`config.mk`:
```
export PLATFORM = sky130hd
export DESIGN_NAME = tmr_core
export DESIGN_NICKNAME = d
export VERILOG_FILES = /design/src/rtl/tmr_pkg.sv /design/src/rtl/tmr_regs.sv /design/src/rtl/tmr_count.sv /design/src/rtl/tmr_smpdiv.sv /design/src/rtl/tmr_core.sv
export SDC_FILE = /design/constraint.sdc
export NUM_CORES = 1
export LEC_CHECK = 0
export ABC_AREA = 1
export BUFFER_PORTS_ARGS = -buffer_cell sky130_fd_sc_hd__clkbuf_2
export CORE_UTILIZATION = 55
export CTS_BUF_LIST = sky130_fd_sc_hd__clkbuf_8
export DETAILED_ROUTE_END_ITERATION = 10
export GPL_ROUTABILITY_DRIVEN = 0
export GPL_TIMING_DRIVEN = 1
export PLACE_DENSITY = 0.89
export SYNTH_ARGS = -nofsm -noshare
export SYNTH_HDL_FRONTEND = slang
export SYNTH_SLANG_ARGS = --single-unit
export TNS_END_PERCENT = 1
```
`constraint.sdc`:
```
create_clock -name clk -period 3.4 [get_ports clk]
set_input_delay 0.17 -clock clk [delete_from_list [all_inputs] [get_ports clk]]
set_output_delay 0.17 -clock clk [all_outputs]
set_load 0.01 [all_outputs]
```
`src/rtl/tmr_pkg.sv`:
```
package tmr_pkg;
  localparam int BUS_W = 16;

  localparam logic [1:0] SEL_CTRL   = 2'd0;
  localparam logic [1:0] SEL_RELOAD = 2'd1;
  localparam logic [1:0] SEL_COUNT  = 2'd2;
  localparam logic [1:0] SEL_EVENT  = 2'd3;

  typedef enum logic [1:0] {
    SZ_BYTE = 2'd0,
    SZ_HALF = 2'd1,
    SZ_WORD = 2'd2,
    SZ_RSVD = 2'd3
  } acc_size_e;

  typedef enum logic [1:0] {
    DIV_1    = 2'd0,
    DIV_2    = 2'd1,
    DIV_4    = 2'd2,
    DIV_RSVD = 2'd3
  } smp_div_e;

  typedef struct packed {
    smp_div_e smp_div;
    logic     reload_buf;
    logic     single_shot;
    logic     flag_ovf_only;
    logic     upd_block;
    logic     run_en;
  } ctrl_t;

  // Field positions are fixed by the software view of the control word.
  function automatic logic [BUS_W-1:0] ctrl_pack(ctrl_t c);
    return {6'b0, c.smp_div, c.reload_buf, 3'b0,
            c.single_shot, c.flag_ovf_only, c.upd_block, c.run_en};
  endfunction

  function automatic ctrl_t ctrl_unpack(logic [BUS_W-1:0] w);
    ctrl_t c;
    c.smp_div       = smp_div_e'(w[9:8]);
    c.reload_buf    = w[7];
    c.single_shot   = w[3];
    c.flag_ovf_only = w[2];
    c.upd_block     = w[1];
    c.run_en        = w[0];
    return c;
  endfunction
endpackage

```
`src/rtl/tmr_regs.sv`:
```
module tmr_regs
  import tmr_pkg::*;
#(
  parameter int               CNT_W      = 16,
  parameter logic [CNT_W-1:0] RELOAD_RST = '1
) (
  input  logic             clk,
  input  logic             rst_n,
  input  logic             bus_wr_en,
  input  logic [3:0]       bus_addr,
  input  acc_size_e        bus_size,
  input  logic [BUS_W-1:0] bus_wdata,
  output logic [BUS_W-1:0] bus_rdata,
  input  logic             stop_req_i,
  input  logic [CNT_W-1:0] cnt_i,
  output ctrl_t            ctrl_o,
  output logic [CNT_W-1:0] reload_pre_o,
  output logic             reload_wr_o,
  output logic             cnt_wr_o,
  output logic [CNT_W-1:0] wr_data_o,
  output logic             sw_upd_o
);
  logic       wr_ok;
  logic [1:0] sel;
  ctrl_t      ctrl_q;
  logic [CNT_W-1:0] pre_q;

  assign sel   = bus_addr[3:2];
  assign wr_ok = bus_wr_en && (bus_size == SZ_HALF || bus_size == SZ_WORD)
                 && (bus_addr[1:0] == 2'b00);

  assign wr_data_o   = bus_wdata[CNT_W-1:0];
  assign reload_wr_o = wr_ok && (sel == SEL_RELOAD);
  assign cnt_wr_o    = wr_ok && (sel == SEL_COUNT);
  assign sw_upd_o    = wr_ok && (sel == SEL_EVENT) && bus_wdata[0];

  always_ff @(posedge clk or negedge rst_n) begin
    if (!rst_n) begin
      ctrl_q <= '0;
      pre_q  <= RELOAD_RST;
    end else begin
      if (wr_ok && sel == SEL_CTRL) ctrl_q <= ctrl_unpack(bus_wdata);
      if (stop_req_i) ctrl_q.run_en <= 1'b0;
      if (reload_wr_o) pre_q <= bus_wdata[CNT_W-1:0];
    end
  end

  always_comb begin
    case (sel)
      SEL_CTRL:   bus_rdata = ctrl_pack(ctrl_q);
      SEL_RELOAD: bus_rdata = BUS_W'(pre_q);
      SEL_COUNT:  bus_rdata = BUS_W'(cnt_i);
      default:    bus_rdata = '0;
    endcase
  end

  assign ctrl_o       = ctrl_q;
  assign reload_pre_o = pre_q;

  // a single-shot stop request leaves the run enable cleared
  p_opm_stop_r6: assert property (@(posedge clk) disable iff (!rst_n)
    stop_req_i |=> !ctrl_q.run_en);

  // byte-wide writes leave the control word untouched
  p_byte_wr_r3: assert property (@(posedge clk) disable iff (!rst_n)
    (bus_wr_en && bus_size == SZ_BYTE && !stop_req_i) |=> $stable(ctrl_q));
endmodule

```
`src/rtl/tmr_count.sv`:
```
module tmr_count
  import tmr_pkg::*;
#(
  parameter int               CNT_W      = 16,
  parameter logic [CNT_W-1:0] RELOAD_RST = '1
) (
  input  logic             clk,
  input  logic             rst_n,
  input  ctrl_t            ctrl_i,
  input  logic [CNT_W-1:0] reload_pre_i,
  input  logic             reload_wr_i,
  input  logic             cnt_wr_i,
  input  logic [CNT_W-1:0] wr_data_i,
  input  logic             sw_upd_i,
  input  logic             dbg_halt_i,
  input  logic             dbg_stop_cfg_i,
  output logic [CNT_W-1:0] cnt_o,
  output logic [CNT_W-1:0] reload_o,
  output logic             upd_evt_o,
  output logic             upd_flag_o,
  output logic             stop_req_o
);
  logic [CNT_W-1:0] cnt_q, reload_q;
  logic evt_q, flag_q;
  logic run, at_top, ovf, upd_now;

  assign run     = ctrl_i.run_en && !(dbg_halt_i && dbg_stop_cfg_i);
  assign at_top  = (cnt_q == reload_q);
  assign ovf     = run && at_top;
  assign upd_now = (ovf || sw_upd_i) && !ctrl_i.upd_block;
  assign stop_req_o = upd_now && ctrl_i.single_shot;

  always_ff @(posedge clk or negedge rst_n) begin
    if (!rst_n) begin
      cnt_q    <= '0;
      reload_q <= RELOAD_RST;
      evt_q    <= 1'b0;
      flag_q   <= 1'b0;
    end else begin
      if (sw_upd_i)      cnt_q <= '0;
      else if (cnt_wr_i) cnt_q <= wr_data_i;
      else if (run)      cnt_q <= at_top ? '0 : cnt_q + CNT_W'(1);

      if (reload_wr_i && !ctrl_i.reload_buf) reload_q <= wr_data_i;
      else if (upd_now)                      reload_q <= reload_pre_i;

      evt_q  <= upd_now;
      flag_q <= upd_now && (ovf || !ctrl_i.flag_ovf_only);
    end
  end

  assign cnt_o      = cnt_q;
  assign reload_o   = reload_q;
  assign upd_evt_o  = evt_q;
  assign upd_flag_o = flag_q;

  // reaching the reload value wraps to zero
  p_wrap_r4: assert property (@(posedge clk) disable iff (!rst_n)
    (ovf && !sw_upd_i && !cnt_wr_i) |=> cnt_q == '0);

  // below the reload value the counter advances by one
  p_step_r4: assert property (@(posedge clk) disable iff (!rst_n)
    (run && !at_top && !sw_upd_i && !cnt_wr_i) |=> cnt_q == $past(cnt_q) + CNT_W'(1));

  // debug freeze holds the counter
  p_freeze_r9: assert property (@(posedge clk) disable iff (!rst_n)
    (ctrl_i.run_en && dbg_halt_i && dbg_stop_cfg_i && !sw_upd_i && !cnt_wr_i)
      |=> $stable(cnt_q));

  // blocked updates produce no event
  p_block_r7: assert property (@(posedge clk) disable iff (!rst_n)
    ctrl_i.upd_block |=> !evt_q);

  // the flag never appears without an event
  p_flag_r8: assert property (@(posedge clk) disable iff (!rst_n)
    flag_q |-> evt_q);
endmodule

```
`src/rtl/tmr_smpdiv.sv`:
```
module tmr_smpdiv
  import tmr_pkg::*;
#(
  parameter int MAX_RATIO = 4
) (
  input  logic     clk,
  input  logic     rst_n,
  input  smp_div_e smp_div_i,
  output logic     smp_en_o
);
  localparam int DW = $clog2(MAX_RATIO);

  logic [DW-1:0] div_q;

  always_ff @(posedge clk or negedge rst_n) begin
    if (!rst_n) div_q <= '0;
    else        div_q <= div_q + DW'(1);
  end

  always_comb begin
    case (smp_div_i)
      DIV_2:   smp_en_o = div_q[0];
      DIV_4:   smp_en_o = &div_q[1:0];
      default: smp_en_o = 1'b1;
    endcase
  end

  // divide-by-four enable never stays high two cycles running
  p_div4_r10: assert property (@(posedge clk) disable iff (!rst_n)
    (smp_div_i == DIV_4 && smp_en_o) |=> (smp_div_i != DIV_4) || !smp_en_o);

  // divide-by-two enable alternates
  p_div2_r10: assert property (@(posedge clk) disable iff (!rst_n)
    (smp_div_i == DIV_2 && smp_en_o) |=> (smp_div_i != DIV_2) || !smp_en_o);
endmodule

```
`src/rtl/tmr_core.sv`:
```
module tmr_core
  import tmr_pkg::*;
#(
  parameter int               CNT_W      = 16,
  parameter logic [CNT_W-1:0] RELOAD_RST = '1
) (
  input  logic             clk,
  input  logic             rst_n,
  input  logic             bus_wr_en,
  input  logic [3:0]       bus_addr,
  input  logic [1:0]       bus_size,
  input  logic [15:0]      bus_wdata,
  output logic [15:0]      bus_rdata,
  input  logic             dbg_halt_i,
  input  logic             dbg_stop_cfg_i,
  output logic [CNT_W-1:0] cnt_o,
  output logic [CNT_W-1:0] reload_o,
  output logic             upd_evt_o,
  output logic             upd_flag_o,
  output logic             smp_en_o
);
  ctrl_t            ctrl;
  logic [CNT_W-1:0] reload_pre, wr_data;
  logic             reload_wr, cnt_wr, sw_upd, stop_req;

  tmr_regs #(.CNT_W(CNT_W), .RELOAD_RST(RELOAD_RST)) u_regs (
    .clk          (clk),
    .rst_n        (rst_n),
    .bus_wr_en    (bus_wr_en),
    .bus_addr     (bus_addr),
    .bus_size     (acc_size_e'(bus_size)),
    .bus_wdata    (bus_wdata),
    .bus_rdata    (bus_rdata),
    .stop_req_i   (stop_req),
    .cnt_i        (cnt_o),
    .ctrl_o       (ctrl),
    .reload_pre_o (reload_pre),
    .reload_wr_o  (reload_wr),
    .cnt_wr_o     (cnt_wr),
    .wr_data_o    (wr_data),
    .sw_upd_o     (sw_upd)
  );

  tmr_count #(.CNT_W(CNT_W), .RELOAD_RST(RELOAD_RST)) u_count (
    .clk            (clk),
    .rst_n          (rst_n),
    .ctrl_i         (ctrl),
    .reload_pre_i   (reload_pre),
    .reload_wr_i    (reload_wr),
    .cnt_wr_i       (cnt_wr),
    .wr_data_i      (wr_data),
    .sw_upd_i       (sw_upd),
    .dbg_halt_i     (dbg_halt_i),
    .dbg_stop_cfg_i (dbg_stop_cfg_i),
    .cnt_o          (cnt_o),
    .reload_o       (reload_o),
    .upd_evt_o      (upd_evt_o),
    .upd_flag_o     (upd_flag_o),
    .stop_req_o     (stop_req)
  );

  tmr_smpdiv #(.MAX_RATIO(4)) u_smpdiv (
    .clk       (clk),
    .rst_n     (rst_n),
    .smp_div_i (ctrl.smp_div),
    .smp_en_o  (smp_en_o)
  );
endmodule

```
==> impl_metrics.env, run 1 <==
export IMPL_fillers=545
export IMPL_async_flop_share_pct=100.0
export IMPL_crit_path_end="u_count.reload_o[4]"
export IMPL_grt_max_degree=60
export IMPL_cap_viol_max_count=0
export IMPL_die_area_um2=6938
export IMPL_skew_ns=0.01357
export IMPL_crit_slowest_cell="dfrtp_1"
export IMPL_core_area_um2=6350
export IMPL_setup_ws_ns=1.118
export IMPL_initial_utilization_pct=57.24
export IMPL_setup_tns_ns=0
export IMPL_whs_ns=0.07999
export IMPL_worstSetupStartpoint="u_count.cnt_o[8]"
export IMPL_avgRoutedWirePerCell_um=14.38
export IMPL_worstPathRequired_ns=3.69
export IMPL_syn_nets=555
export IMPL_max_freq_mhz=438.3
export IMPL_dp_hpwl_mm=6.848
export IMPL_ys_ff_latch=59
export IMPL_startpoint_type="flop"
export IMPL_cts_resized=0
export IMPL_rows=29
export IMPL_synthToLayoutAreaGrowth_pct=16.56
export IMPL_synth_edf_count=0
export IMPL_wirelength_mm=9.767
export IMPL_via_per_inst=5.471
export IMPL_clkSinkCount=59
export IMPL_final_hold_viol_count=0
export IMPL_rrSetupSlack_ns=1.12
export IMPL_die_x_um=83.30
export IMPL_seqCellArea_um2=1516
export IMPL_clkLatencyLatePin_ns=0.36
export IMPL_path_class="flop to flop"
export IMPL_tightest_slew_ns=0.7437
export IMPL_htree_levels=3
export IMPL_route_detailed_drc=0
export IMPL_cts_inserted_buffers=9
export IMPL_min_period_ns=2.282
export IMPL_synth_cell_type_count=34
export IMPL_io_pins=78
export IMPL_grt_pass1_vias=3408
export IMPL_final_common_cell="nand2_1"
export IMPL_regToRegEndpoint="u_count.reload_o[4]"
export IMPL_syn_area_um2=3635
export IMPL_outcome="completed"
export IMPL_port_buffers=77
export IMPL_syn_inst=524
export IMPL_die_y_um=83.30
export IMPL_powerDensity_nw_per_um2=697.2
export IMPL_drv_slew=0
export IMPL_drt_pre_antenna_iters=4
export IMPL_p_leak_nw=2.236
export IMPL_grt_pass1_wl_mm=16.46
export IMPL_cpPeakStageDelay_ns=0.47
export IMPL_r2r_start="u_count.cnt_o[8]"
export IMPL_final_period_utilization_pct=67.11
export IMPL_hp_class="input pin to flop"
export IMPL_multi_input_area_um2=1772
export IMPL_cp_arrival_ns=2.57
export IMPL_cts_root_buffer="clkbuf_8"
export IMPL_synth_warnings=0
export IMPL_fin_nets=628
export IMPL_layout_drive_gt1_share_pct=23.42
export IMPL_crit_fanout=20
export IMPL_seq_area_frac_synth_pct=41.72
export IMPL_slew_headroom_pct=50.42
export IMPL_cp_end_kind="flop"
export IMPL_ant_nets=0
export IMPL_tritoncts="done"
export IMPL_final_cell_mix="227 x nand2_1, 77 x clkbuf_2, 63 x inv_1"
export IMPL_syn_area_per_cell_um2=6.937
export IMPL_drtIter0Drc=276
export IMPL_vias=3715
export IMPL_num_antenna_cells=0
export IMPL_grt_overflow=0
export IMPL_rsz0062_at_grt="no"
export IMPL_grtUsageTotal_pct=30.32
export IMPL_path_cells="inv_1 -> nand2_1 -> nand2_1 -> nor2_1 -> nand2_1 -> nor2_1 -> nand3_1 -> nand2_1 -> nand2_1 -> buf_4 -> nand2_2 -> nand2_1 -> nand2_1"
export IMPL_pre_cts_slack_ns=0.9582
export IMPL_clock_path_buffers=2
export IMPL_cpMostUsedCell="nand2_1"
export IMPL_cts_clk_slew_worst_paths_ns=0.07
export IMPL_synth_top_flop_cell="dfstp_2"
export IMPL_vdd_ir_drop_max_mv=0.3929
export IMPL_finalSetupViolCount=0
export IMPL_rr_worst_depth=13
export IMPL_antenna_found_initial=0
[metal layers]
metal / share of wire [%] / up-vias / global-route usage (%)
met2: 47 / 176 / 48.36
met1: 42 / 1732 / 39.43
li1: - / 1783 / -
met4: 3.0 / 0 / 16.30
met3: 7.4 / 24 / 5.169
met5: 0 / - / 0
[worst min-delay path by stage]
stage / start / end / cells past startpoint
global route: bus_wdata[15] / u_regs.reload_pre_o[15] / 3
finish: bus_wdata[11] / u_regs.reload_pre_o[11] / 3
global placement: rst_n / u_regs.ctrl_o[2] / 2
CTS: bus_wdata[4] / u_regs.reload_pre_o[4] / 3
detailed placement: rst_n / u_regs.ctrl_o[3] / 2
floorplan: rst_n / u_count.cnt_o[0] / 0
[metrics by stage]
step,cell area (um^2),util (%),instances,power (mW)
finish,4237,66.72,679,2.954
floorplan,3635,-,524,1.890
CTS,4237,66.72,679,2.944
global placement,4029,63.45,662,2.253
detailed placement,4029,63.45,662,2.291
global route,4237,66.72,679,3.170
[where the power goes]
group	internal (mW)	leakage (nW)	total (mW)	switching (mW)
combinational	0.424	1.44	1.07	0.648
sequential	0.982	0.685	1.23	0.247
clock	0.369	0.113	0.652	0.283
total	1.77	2.24	2.95	1.18
[sequential cells by signal, summed over array words and instances, names as in the netlist]
name / count
u_regs.reload_pre_o: 16
u_count.reload_o: 16
u_regs.ctrl_o: 7
u_count.upd_evt_o: 1
u_count.upd_flag_o: 1
u_smpdiv.div_q: 2
u_count.cnt_o: 16
[cell families (layout without fill, tap and decap cells)]
logic type      after synthesis  in the layout  share of synthesized area [%]
compound gates               77             77                          11.81
xor+xnor                     11             11                          2.651
fa+ha+maj                     4              4                          1.377
buf+inv                      83            161                          9.535
flops                        59             59                          41.72
simple gates                290            290                          32.91
[Yosys cell counts, types with 2 or more instances]
| library cell | n | share of area (%) |
|---|---|---|
| a21oi_1 | 3 | 0.41 |
| buf_2 | 6 | 0.83 |
| buf_6 | 3 | 0.93 |
| clkbuf_1 | 6 | 0.62 |
| dfrtp_1 | 27 | 19 |
| dfstp_2 | 32 | 23 |
| ha_1 | 4 | 1.4 |
| inv_1 | 60 | 6.2 |
| inv_2 | 4 | 0.41 |
| nand2_1 | 227 | 23 |
| nand2_2 | 3 | 0.52 |
| nand3_1 | 25 | 3.4 |
| nand4_1 | 5 | 0.86 |
| nor2_1 | 21 | 2.2 |
| nor3_1 | 3 | 0.41 |
| o211ai_1 | 5 | 1.0 |
| o21ai_0 | 59 | 8.1 |
| o21ai_2 | 4 | 0.96 |
| o22ai_1 | 2 | 0.34 |
| xor2_1 | 11 | 2.7 |
[what timing repair did]
| action | 4_1_cts | 5_1_grt |
|---|---|---|
| endpoints found under the hold margin | 10 | 0 |
| hold buffers | 1 | 0 |
| setup buffers | 0 | 0 |
[critical path, delay by kind of cell, from the launching register on]
kind	cells	cell delay [ns]
buffers and inverters	2	0.37
DFF	1	0.47
and+or+nand+nor	11	1.38
[final cells by class]
type                            instances  share of cell area, %
Clock buffer                           11                  3.574
Clock inverter                          5                  1.093
Inverter                               65                  5.759
Multi-Input combinational cell        382                  41.82
Sequential cell                        59                  35.79
Tap cell                               77                  2.274
Timing Repair Buffer                   80                  9.687
(Power assumes the default switching activity.)
==> run 2: changes to the inputs <==
- clock period: 3.4 -> 2.3 ns (I/O delays scaled with it)
==> run 2 against run 1 <==
Via count increased by 0.11%. Combinational power increased by 51%. Register-to-register slack got worse by 0.86 ns. Count of clock-buffer cells in the layout unchanged. Sequential power increased by 47%. Setup slack got worse by 0.86 ns. Power increased by 53%. Design area increased by 2.5%. Largest cell class unchanged. Hold slack got worse by 0.075 ns. Clock skew decreased by 0.0047 ns. Highest routed layer unchanged.
==> impl_metrics.env, run 2 (synthesized netlist as in run 1, its figures left out) <==
export IMPL_multi_input_area_um2=1772
export IMPL_dp_hpwl_mm=7.072
export IMPL_final_cell_area_um2=4340
export IMPL_clkSinkCount=59
export IMPL_cts_clk_slew_worst_paths_ns=0.06
export IMPL_p_leak_nw=2.285
export IMPL_initial_utilization_pct=57.24
export IMPL_vias=3719
export IMPL_hp_class="input pin to flop"
export IMPL_drt_pre_antenna_iters=5
export IMPL_cp_top_family="simple AND/OR/NAND/NOR gates"
export IMPL_outcome="completed"
export IMPL_vdd_ir_drop_max_mv=0.5973
export IMPL_crit_buf_inv=1
export IMPL_cts_setup_buffers=0
export IMPL_via_per_inst=5.413
export IMPL_setup_ws_ns=0.2554
export IMPL_port_buffers=77
export IMPL_cts_resized=0
export IMPL_setup_tns_ns=0
export IMPL_tritoncts="done"
export IMPL_core_area_um2=6350
export IMPL_clock_path_buffers=2
export IMPL_cap_viol_max_count=0
export IMPL_final_period_utilization_pct=88.90
export IMPL_path_class="flop to flop"
export IMPL_powerDensity_nw_per_um2=1040
export IMPL_grtUsageTotal_pct=30.81
export IMPL_place_area_um2=4094
export IMPL_final_common_cell="nand2_1"
export IMPL_grt_pass1_wl_mm=16.99
export IMPL_min_period_ns=2.045
export IMPL_avgRoutedWirePerCell_um=14.47
export IMPL_cpPeakStageDelay_ns=0.56
export IMPL_rows=29
export IMPL_cts_root_buffer="clkbuf_8"
export IMPL_fillers=549
export IMPL_die_y_um=83.30
export IMPL_tightest_slew_ns=0.6465
export IMPL_seqCellArea_um2=1516
export IMPL_fin_nets=636
export IMPL_startpoint_type="flop"
export IMPL_wirelength_mm=9.940
export IMPL_crit_slowest_cell="dfstp_2"
export IMPL_ant_nets=0
export IMPL_crit_fanout=12
export IMPL_slew_headroom_pct=56.76
export IMPL_cpMostUsedCell="nand2_1"
export IMPL_num_antenna_cells=0
export IMPL_rsz0062_at_grt="no"
export IMPL_drtIter0Drc=283
export IMPL_final_cell_mix="227 x nand2_1, 77 x clkbuf_2, 60 x inv_1"
export IMPL_drv_slew=0
export IMPL_pre_cts_slack_ns=0.3330
export IMPL_hold_buffers=2
export IMPL_htree_levels=3
export IMPL_cp_arrival_ns=2.28
export IMPL_io_pins=78
export IMPL_max_freq_mhz=489.1
export IMPL_cts_inserted_buffers=9
export IMPL_finalSetupViolCount=0
export IMPL_grt_overflow=0
export IMPL_finalPower_mw=4.515
export IMPL_route_detailed_drc=0
export IMPL_skew_ns=0.008872
export IMPL_grt_max_degree=60
export IMPL_antenna_found_initial=0
export IMPL_grt_pass1_vias=3663
export IMPL_whs_ns=0.004751
export IMPL_final_hold_viol_count=0
export IMPL_die_x_um=83.30
export IMPL_rrSetupSlack_ns=0.26
export IMPL_clkLatencyLatePin_ns=0.35
export IMPL_synthToLayoutAreaGrowth_pct=19.41
export IMPL_layout_drive_gt1_share_pct=24.75
export IMPL_path_cells="inv_1 -> nand2_1 -> nand2_1 -> nor2_1 -> nand2_1 -> nor2_1 -> nand2_1 -> nand2_1 -> o21ai_0 -> nand2_1 -> nand2_1"
export IMPL_die_area_um2=6938
export IMPL_cp_end_kind="flop"
export IMPL_worstPathRequired_ns=2.54
==> run 2: cell types whose count changed in the layout (fill, tap and decap cells not counted), sizes merged <==
cell / change
bufinv: +1
inv: -3
buf: +7
dlygate4sd3: +1
clkinv: +2
==> run 2: where the power goes <==
part | total [mW] | internal (mW) | switching (mW)
registers | 1.81 | 1.45 | 0.360
logic | 1.62 | 0.647 | 0.969
clock network | 1.09 | 0.663 | 0.423
==> run 2: cell type report <==
| cell class | count | area share [%] |
|---|---|---|
| well taps | 77 | 2.220 |
| clock inverters | 5 | 1.730 |
| multi-input cells | 382 | 40.82 |
| flip-flops and latches | 59 | 34.94 |
| clock buffers | 11 | 3.488 |
| inverters | 65 | 5.621 |
| repair buffers | 88 | 11.18 |
==> run 2: worst register-to-register path, delay by kind of cell, from the launching register on <==
kind	cells	cell delay (ns)
AND/OR/NAND/NOR	9	1.21
flip-flops	1	0.56
buffers and inverters	1	0.04
AO/OA/AOI/OAI	1	0.13
==> run 2: through the flow <==
step / util, % / instances
2_1_floorplan: - / 524
3_3_place_gp: 64.47 / 669
3_5_place_dp: 64.47 / 669
4_1_cts: 68.35 / 687
5_1_grt: 68.35 / 687
6_report: 68.35 / 687
==> run 2: path summary, 6_finish.rpt <==
path                                       from                 endpoint  depth (start not counted)
hold reg to reg               u_smpdiv.div_q[0]        u_smpdiv.div_q[0]                          1
setup reg to reg           u_count.reload_o[15]         u_count.cnt_o[8]                         11
max in group asynchronous                 rst_n   u_regs.reload_pre_o[1]                          3
min in group asynchronous                 rst_n         u_regs.ctrl_o[3]                          3
setup / recovery           u_count.reload_o[15]         u_count.cnt_o[8]                         11
hold / removal                    bus_wdata[15]  u_regs.reload_pre_o[15]                          3
==> run 2: per-layer routing <==
metal | GRT usage (%) | routed length, um | vias to the layer above | share of wire [%]
met5 | 0 | 0 | - | 0
met3 | 5.467 | 758 | 25 | 7.6
met2 | 49.18 | 4717 | 186 | 47
met4 | 14.11 | 213 | 0 | 2.1
met1 | 40.95 | 4251 | 1709 | 43
li1 | - | - | 1799 | -
==> run 3: changes to the inputs <==
- REMOVE_ABC_BUFFERS: not set -> 1
==> run 3 against run 2 <==
Combinational power barely moved. Wire length is 2.1% higher. Setup slack worse by 0.0057 ns. Highest routed layer unchanged.
==> impl_metrics.env, run 3 (synthesized netlist as in run 1, its figures left out) <==
export IMPL_outcome="completed"
export IMPL_hold_end="u_regs.reload_pre_o[4]"
export IMPL_cts_root_buffer="clkbuf_8"
export IMPL_rows=29
export IMPL_rr_worst_depth=11
export IMPL_rsz0062_at_grt="no"
export IMPL_grt_pass1_vias=3615
export IMPL_initial_utilization_pct=57.24
export IMPL_via_per_inst=5.567
export IMPL_layout_drive_gt1_share_pct=24.14
export IMPL_num_antenna_cells=0
export IMPL_antenna_found_initial=0
export IMPL_comb_power_share_pct=38.5
export IMPL_path_class="flop to flop"
export IMPL_drt_pre_antenna_iters=5
export IMPL_cap_viol_max_count=0
export IMPL_final_period_utilization_pct=89.14
export IMPL_synthToLayoutAreaGrowth_pct=17.14
export IMPL_r2r_start="u_count.reload_o[12]"
export IMPL_worstPathRequired_ns=2.53
export IMPL_die_y_um=83.30
export IMPL_vdd_ir_drop_max_mv=0.5292
export IMPL_p_int_mw=2.463
export IMPL_clkLatencyLatePin_ns=0.35
export IMPL_dp_hpwl_mm=6.967
export IMPL_final_common_cell="nand2_1"
export IMPL_die_area_um2=6938
export IMPL_holdPathStages=3
export IMPL_tritoncts="done"
export IMPL_p_seq_share_pct=43.1
export IMPL_slew_headroom_pct=54.84
export IMPL_switching_share_pct=41.46
export IMPL_setup_tns_ns=0
export IMPL_p_switching_mw=1.744
export IMPL_min_period_ns=2.050
export IMPL_startpoint_type="flop"
export IMPL_skew_ns=0.01043
export IMPL_rrSetupSlack_ns=0.25
export IMPL_port_buffers=77
export IMPL_drv_slew=0
export IMPL_cts_inserted_buffers=9
export IMPL_cp_arrival_ns=2.28
export IMPL_htree_levels=3
export IMPL_vias=3819
export IMPL_finalPower_mw=4.207
export IMPL_route_detailed_drc=0
export IMPL_drtIter0Drc=299
export IMPL_wirelength_mm=10.15
export IMPL_clkSinkCount=59
export IMPL_cp_end_kind="flop"
export IMPL_hp_start="bus_wdata[4]"
export IMPL_grtUsageTotal_pct=31.03
export IMPL_p_clk_share_pct=18.4
export IMPL_final_hold_viol_count=0
export IMPL_clock_path_buffers=2
export IMPL_final_cell_mix="227 x nand2_1, 77 x clkbuf_2, 64 x inv_1"
export IMPL_crit_fanout=12
export IMPL_die_x_um=83.30
export IMPL_place_inst=669
export IMPL_cts_clk_slew_worst_paths_ns=0.07
export IMPL_grt_max_degree=60
export IMPL_hp_class="input pin to flop"
export IMPL_avgRoutedWirePerCell_um=14.79
export IMPL_grt_overflow=0
export IMPL_hold_buffers=1
export IMPL_tightest_slew_ns=0.6752
export IMPL_fin_nets=635
export IMPL_finalSetupViolCount=0
export IMPL_stdcell_count=686
export IMPL_powerDensity_nw_per_um2=988.1
export IMPL_max_freq_mhz=487.7
export IMPL_p_leak_nw=2.259
export IMPL_core_area_um2=6350
export IMPL_cts_setup_buffers=0
export IMPL_ant_nets=0
export IMPL_grt_pass1_wl_mm=16.97
export IMPL_cts_resized=0
export IMPL_regToRegEndpoint="u_count.cnt_o[2]"
export IMPL_io_pins=78
==> run 3: metrics by stage <==
step | instance area (um^2) | hold WS, ns | setup slack [ns] | util (%)
2_1_floorplan | 3532 | -0.1806 | 0.4433 | -
3_3_place_gp | 4094 | 0.1461 | 0.3562 | 64.47
3_5_place_dp | 4094 | 0.1476 | 0.2880 | 64.47
4_1_cts | 4258 | 0.001706 | 0.2712 | 67.05
5_1_grt | 4258 | 0.01926 | 0.01891 | 67.05
6_report | 4258 | 0.003590 | 0.2497 | 67.05
==> run 3: critical path: stages (launching register included) <==
cell,delay (ns)
dfstp_2,0.56
inv_1,0.04
nand2_1,0.05
nand2_1,0.09
nor2_1,0.11
nand2_1,0.05
nor2_1,0.19
nand2_1,0.18
nand2_1,0.37
o21ai_0,0.15
nand2_1,0.09
nand2_1,0.05
==> run 3: how the worst max path moves through the flow <==
| stage | from | to | cells past startpoint |
|---|---|---|---|
| 2_1_floorplan | u_count.reload_o[15] | u_count.reload_o[0] | 12 |
| 3_3_place_gp | u_count.cnt_o[11] | u_count.cnt_o[6] | 11 |
| 3_5_place_dp | u_count.cnt_o[11] | u_count.cnt_o[2] | 11 |
| 4_1_cts | u_count.cnt_o[11] | u_count.cnt_o[2] | 11 |
| 5_1_grt | u_count.cnt_o[6] | u_count.cnt_o[3] | 11 |
| 6_report | u_count.reload_o[12] | u_count.cnt_o[2] | 11 |
==> run 3: routing by layer <==
| metal | vias up | GRT usage, % | part of all wire (%) |
|---|---|---|---|
| li1 | 1799 | - | - |
| met1 | 1770 | 41.19 | 41 |
| met2 | 201 | 47.76 | 46 |
| met3 | 49 | 6.461 | 9.4 |
| met4 | 0 | 16.61 | 3.9 |
| met5 | - | 0 | 0 |
==> run 3: final cells by class <==
cell class / instances / area [um^2]
fillers: 527 / 2092
multi-input cells: 382 / 1772
flip-flops and latches: 59 / 1516
repair buffers: 87 / 475.5
inverters: 65 / 244.0
clock buffers: 9 / 123.9
well taps: 77 / 96.34
clock inverters: 7 / 30.03
==> run 3: power groups by stage <==
stage | clock network, mW | logic, mW | registers [mW]
floorplan | 0 | 0.947 | 1.83
global route | 0.821 | 1.85 | 1.85
CTS | 0.778 | 1.62 | 1.80
detailed placement | 0 | 1.59 | 1.81
finish | 0.774 | 1.62 | 1.81
global placement | 0 | 1.53 | 1.79
